===== src/rtl/fvu_pkg.sv =====
package fvu_pkg;

    typedef enum logic [2:0] {
        ST_IDLE,
        ST_SECOND,
        ST_THIRD,
        ST_KEEP,
        ST_REPLACE
    } fvu_state_e;

endpackage


===== src/rtl/fvu_watchdog.sv =====
module fvu_watchdog #(
    parameter int LIMIT = 64
) (
    input  logic clk,
    input  logic rst_n,
    input  logic run_i,
    input  logic clr_i,
    output logic expired_o
);
    localparam int CNT_W = $clog2(LIMIT + 1);
    localparam logic [CNT_W-1:0] LAST = CNT_W'(LIMIT - 1);

    logic [CNT_W-1:0] cnt_q;

    always_ff @(posedge clk or negedge rst_n) begin
        if (!rst_n) begin
            cnt_q <= '0;
        end else if (clr_i) begin
            cnt_q <= '0;
        end else if (run_i) begin
            cnt_q <= cnt_q + CNT_W'(1);
        end
    end

    assign expired_o = run_i && (cnt_q == LAST);

endmodule


===== src/rtl/fvu_word_hold.sv =====
module fvu_word_hold #(
    parameter int WORD_W = 32
) (
    input  logic              clk,
    input  logic              rst_n,
    input  logic              load_i,
    input  logic [WORD_W-1:0] word_i,
    output logic              match_o
);
    logic [WORD_W-1:0] held_q;

    always_ff @(posedge clk or negedge rst_n) begin
        if (!rst_n) begin
            held_q <= '0;
        end else if (load_i) begin
            held_q <= word_i;
        end
    end

    assign match_o = (word_i == held_q);

endmodule


===== src/rtl/fault_verdict_unit.sv =====
module fault_verdict_unit
    import fvu_pkg::*;
#(
    parameter int WORD_W      = 32,
    parameter int TIMEOUT_CYC = 64
) (
    input  logic              clk,
    input  logic              rst_n,
    input  logic              start_i,
    input  logic              first_ok_i,
    output logic              rerun_req_o,
    input  logic              rerun_done_i,
    input  logic              rerun_ok_i,
    input  logic [WORD_W-1:0] rerun_word_i,
    output logic              busy_o,
    output logic              transient_o,
    output logic              permanent_o,
    output logic              perm_latched_o
);
    fvu_state_e state_q, state_d;
    logic       in_run;
    logic       expired;
    logic       word_match;
    logic       load_word;
    logic       perm_flag_q;

    always_ff @(posedge clk or negedge rst_n) begin
        if (!rst_n) begin
            state_q <= ST_IDLE;
        end else begin
            state_q <= state_d;
        end
    end

    always_comb begin
        state_d = state_q;
        unique case (state_q)
            ST_IDLE: begin
                if (start_i && !first_ok_i) begin
                    state_d = ST_SECOND;
                end
            end
            ST_SECOND: begin
                if (rerun_done_i) begin
                    state_d = rerun_ok_i ? ST_THIRD : ST_REPLACE;
                end else if (expired) begin
                    state_d = ST_REPLACE;
                end
            end
            ST_THIRD: begin
                if (rerun_done_i) begin
                    state_d = (rerun_ok_i && word_match) ? ST_KEEP : ST_REPLACE;
                end else if (expired) begin
                    state_d = ST_REPLACE;
                end
            end
            ST_KEEP:    state_d = ST_IDLE;
            ST_REPLACE: state_d = ST_IDLE;
            default:    state_d = ST_IDLE;
        endcase
    end

    always_comb begin
        in_run      = (state_q == ST_SECOND) || (state_q == ST_THIRD);
        rerun_req_o = in_run;
        busy_o      = (state_q != ST_IDLE);
        transient_o = (state_q == ST_KEEP);
        permanent_o = (state_q == ST_REPLACE);
        load_word   = (state_q == ST_SECOND) && rerun_done_i && rerun_ok_i;
    end

    always_ff @(posedge clk or negedge rst_n) begin
        if (!rst_n) begin
            perm_flag_q <= 1'b0;
        end else if (state_q == ST_REPLACE) begin
            perm_flag_q <= 1'b1;
        end
    end

    assign perm_latched_o = perm_flag_q;

    fvu_watchdog #(
        .LIMIT (TIMEOUT_CYC)
    ) i_watchdog (
        .clk       (clk),
        .rst_n     (rst_n),
        .run_i     (in_run),
        .clr_i     (state_d != state_q),
        .expired_o (expired)
    );

    fvu_word_hold #(
        .WORD_W (WORD_W)
    ) i_word_hold (
        .clk     (clk),
        .rst_n   (rst_n),
        .load_i  (load_word),
        .word_i  (rerun_word_i),
        .match_o (word_match)
    );

endmodule


===== config.mk =====
export PLATFORM = sky130hd
export DESIGN_NAME = fault_verdict_unit
export DESIGN_NICKNAME = d
export VERILOG_FILES = /design/src/rtl/fvu_pkg.sv /design/src/rtl/fvu_watchdog.sv /design/src/rtl/fvu_word_hold.sv /design/src/rtl/fault_verdict_unit.sv
export SDC_FILE = /design/constraint.sdc
export NUM_CORES = 1
export LEC_CHECK = 0
export ABC_AREA = 1
export BUFFER_PORTS_ARGS = -buffer_cell sky130_fd_sc_hd__buf_2
export CAP_MARGIN = 20
export CORE_MARGIN = 2
export CORE_UTILIZATION = 30
export CTS_BUF_LIST = sky130_fd_sc_hd__clkbuf_4
export CTS_CLUSTER_DIAMETER = 200
export DETAILED_ROUTE_END_ITERATION = 6
export PLACE_DENSITY = 0.48
export SLEW_MARGIN = 30
export SYNTH_ARGS = -nofsm -noshare
export SYNTH_HDL_FRONTEND = slang
export SYNTH_SLANG_ARGS = --single-unit

===== constraint.sdc =====
create_clock -name clk -period 3.7 [get_ports clk]
set_input_delay 0.37 -clock clk [delete_from_list [all_inputs] [get_ports clk]]
set_output_delay 0.37 -clock clk [all_outputs]
set_load 0.02 [all_outputs]

==> metrics <==
number of enable flip-flop cells after synthesis 0; total global routing track utilization 0.148; hold crit path type in -> reg; Post-Syn Area slightly below 3000 sq um; most frequent standard cell in the layout excluding fill and tap cells sky130_fd_sc_hd__nand2_1; routability congestion estimate from global placement 0.932; number of CTS-inserted buffers 5; leading cell types in the layout, fill and taps excluded sky130_fd_sc_hd__nand2_1 (201), sky130_fd_sc_hd__inv_1 (83), sky130_fd_sc_hd__nor2_1 (62); initial cell density of the core 0.311; sequential cell area fraction in the yosys report 0.370; ys async rst share 1.00; multiplexer share of the synthesized area 0.00345; Site Rows 35; TritonCTS clock tree yes; number of input and output port buffers inserted 42; die outline width 102 um; DPL Wire Length 5690 um; maximum clock path buffer count 2; synthesized-area fraction occupied by ao, oa, aoi and oai cells 0.0616; post-detailed-route wirelength per cell 11.2 um; Net count, final 557; least setup slack across all paths after layout 1.78 ns; number of instances in the placed design about 640; adder and majority cell fraction of the synthesized area 0.00431; violation count after the first detailed-route iteration about 150; Arrival @ worst endpoint 2.16 ns; area growth from synthesis to layout 16.2%; path type of the worst setup path reg -> reg; Post-Synth XOR/XNOR Area 0.0151; clock sink count 43; pin count of the biggest net entering global routing 44; clock transition at the registers of the reported paths roughly 0.16 ns; end of the worst hold path i_word_hold.held_q[30]$_DFFE_PN0P_; main combinational cell family by area after synthesis simple AND/OR/NAND/NOR gates; Max-cap violations 0; final core utilization 0.362; Reg2Reg Setup Slack ~1.8 ns; Req. time, crit path 3.94 ns; status completed; proportion of layout cells with a drive suffix above 1 0.121; Final min period 1.92 ns; maximum fanout along the worst path 34; number of top-level design ports 43; Post-Route WL 7240 um; worst hold stages 3; Routed Antenna Nets 0; number of optimization iterations in the first detailed-route pass 4; area of the placeable core approximately 9300 sq um; area of the die 10500 sq um; number of global-route vias before repair 2656; type of element capturing the critical path register; deepest level of the CTS H-tree 2; wire length of the first global-routing pass 12200 um; final-report hold violation count 0; mean post-synth cell area about 6.1 sq um; final worst clock skew 0.0176 ns; dpl cell area 3260 sq um; slew at the pin closest to its max-slew limit 0.608 ns; power density over cell area 592 nW/um^2; Max Fclk 521 MHz; Seq cells post-synth 43; Critical Path Start Type register; unrepaired setup endpoints after global routing false; total negative setup slack 0 ns; launch point of the worst hold path rerun_word_i[30]; number of non-filler instances in the completed layout 648; gate count of the mapped netlist ~470; Net Count, Synth 513; Min Hold Slack between 0.2 and 0.25 ns; buffer type at the clock tree root sky130_fd_sc_hd__clkbuf_4; final cell area excluding filler cells around 3400 sq um; Die Height around 100 um; Leakage around 1.9 nW; post-cts repair resize count 0; pre-CTS WS 1.77 ns; startpoint of the worst register-to-register path state_q[1]$_DFF_PN0_; Most used DFF post-synth sky130_fd_sc_hd__dfrtp_1; diodes inserted 0; aggregate global routing overflow 0; number of pins with negative max-slew slack in the final report 0; Simple-Gate Fraction of Synth Area 0.423; fraction of the cycle the final worst path needs 0.518; remaining max-slew budget at the tightest pin 0.594; Worst-Skew Late Latency between 0.3 and 0.4 ns; total power 2.00 mW; final setup violation count 0; Peak VDD IR about 210 uV; antenna violations before repair 0; DR DRC count 0; Critical R2R Capture i_word_hold.held_q[15]$_DFFE_PN0P_; number of distinct library cells after synthesis 26; vias post-DR around 2800; count of synthesis-stage warnings from yosys 0; detailed-route vias per instance 4.39; worst reg-to-reg path cell count 5
routing by layer:
| metal | wire, um | share of wire | GRT usage | up-vias |
|---|---|---|---|---|
| met3 | 334 | 0.046 | 0.0246 | 2 |
| met2 | 3240 | 0.45 | 0.242 | 53 |
| met5 | 0 | 0 | 0 | - |
| met1 | 3620 | 0.50 | 0.208 | 1292 |
| met4 | 42 | 0.0058 | 0.0308 | 0 |
| li1 | - | - | - | 1497 |
worst max-delay path by stage:
stage | start | endpoint | slack, ns | cells past startpoint
after floorplan | state_q[1]$_DFF_PN0_ | i_watchdog.cnt_q[0]$_DFFE_PN0P_ | 2.10 | 11
after global placement | rerun_done_i | i_word_hold.held_q[12]$_DFFE_PN0P_ | 1.80 | 5
after detailed placement | state_q[1]$_DFF_PN0_ | i_word_hold.held_q[25]$_DFFE_PN0P_ | 1.77 | 5
after CTS | state_q[1]$_DFF_PN0_ | i_word_hold.held_q[25]$_DFFE_PN0P_ | 1.73 | 5
after global routing | state_q[1]$_DFF_PN0_ | i_word_hold.held_q[21]$_DFFE_PN0P_ | 1.51 | 6
final | state_q[1]$_DFF_PN0_ | i_word_hold.held_q[15]$_DFFE_PN0P_ | 1.78 | 5
cells by family after synthesis:
kind of cell,after synthesis
xor gates and xnor gates,5
adders and majority gates,1
AOI/OAI and AO/OA,35
and+or+nand+nor,297
buffers and inverters,92
muxes,1
DFF,43
sequential cells by signal, indices dropped and copies added (netlist names):
register,flops
i_watchdog.cnt_q,7
i_word_hold.held_q,32
perm_latched_o,1
state_q,3
worst max-delay path, cell delays in order (launching register included):
cell                      delay [ns]
sky130_fd_sc_hd__dfrtp_1        0.46
sky130_fd_sc_hd__inv_1          0.13
sky130_fd_sc_hd__nand3_4        0.13
sky130_fd_sc_hd__nor2_4         0.50
sky130_fd_sc_hd__buf_4          0.41
sky130_fd_sc_hd__o21ai_0        0.14
synthesized netlist by cell type, types with 3 or more instances:
| cell type | number | area share |
|---|---|---|
| sky130_fd_sc_hd__nand4_1 | 9 | 0.019 |
| sky130_fd_sc_hd__clkbuf_1 | 6 | 0.0078 |
| sky130_fd_sc_hd__inv_1 | 83 | 0.11 |
| sky130_fd_sc_hd__dfrtp_1 | 43 | 0.37 |
| sky130_fd_sc_hd__xor2_1 | 3 | 0.0090 |
| sky130_fd_sc_hd__nor2_1 | 63 | 0.081 |
| sky130_fd_sc_hd__nand3_1 | 9 | 0.016 |
| sky130_fd_sc_hd__nor3_1 | 3 | 0.0052 |
| sky130_fd_sc_hd__o21ai_0 | 32 | 0.055 |
| sky130_fd_sc_hd__nand3_2 | 3 | 0.010 |
| sky130_fd_sc_hd__nand2_1 | 201 | 0.26 |
layout make-up:
cell class | count | area, sq um
fillers | 1033 | 5950
multi-input cells | 339 | 1480
flip-flops and latches | 43 | 1080
inverters | 85 | 320
repair buffers | 44 | 230
well taps | 129 | 161
clock inverters | 3 | 67.6
clock buffers | 5 | 37.5
where the power goes:
part / total (mW) / internal (mW) / switching, mW
Combinational: 0.866 / 0.295 / 0.570
Clock: 0.387 / 0.210 / 0.177
Sequential: 0.746 / 0.650 / 0.0961
Total: 2.00 / 1.16 / 0.843
timing repair:
action,4_1_cts,5_1_grt
hold buffers,0,1
setup buffers,0,0
endpoints found under the hold margin,0,4
No activity file was read; power rests on OpenSTA's default activity.
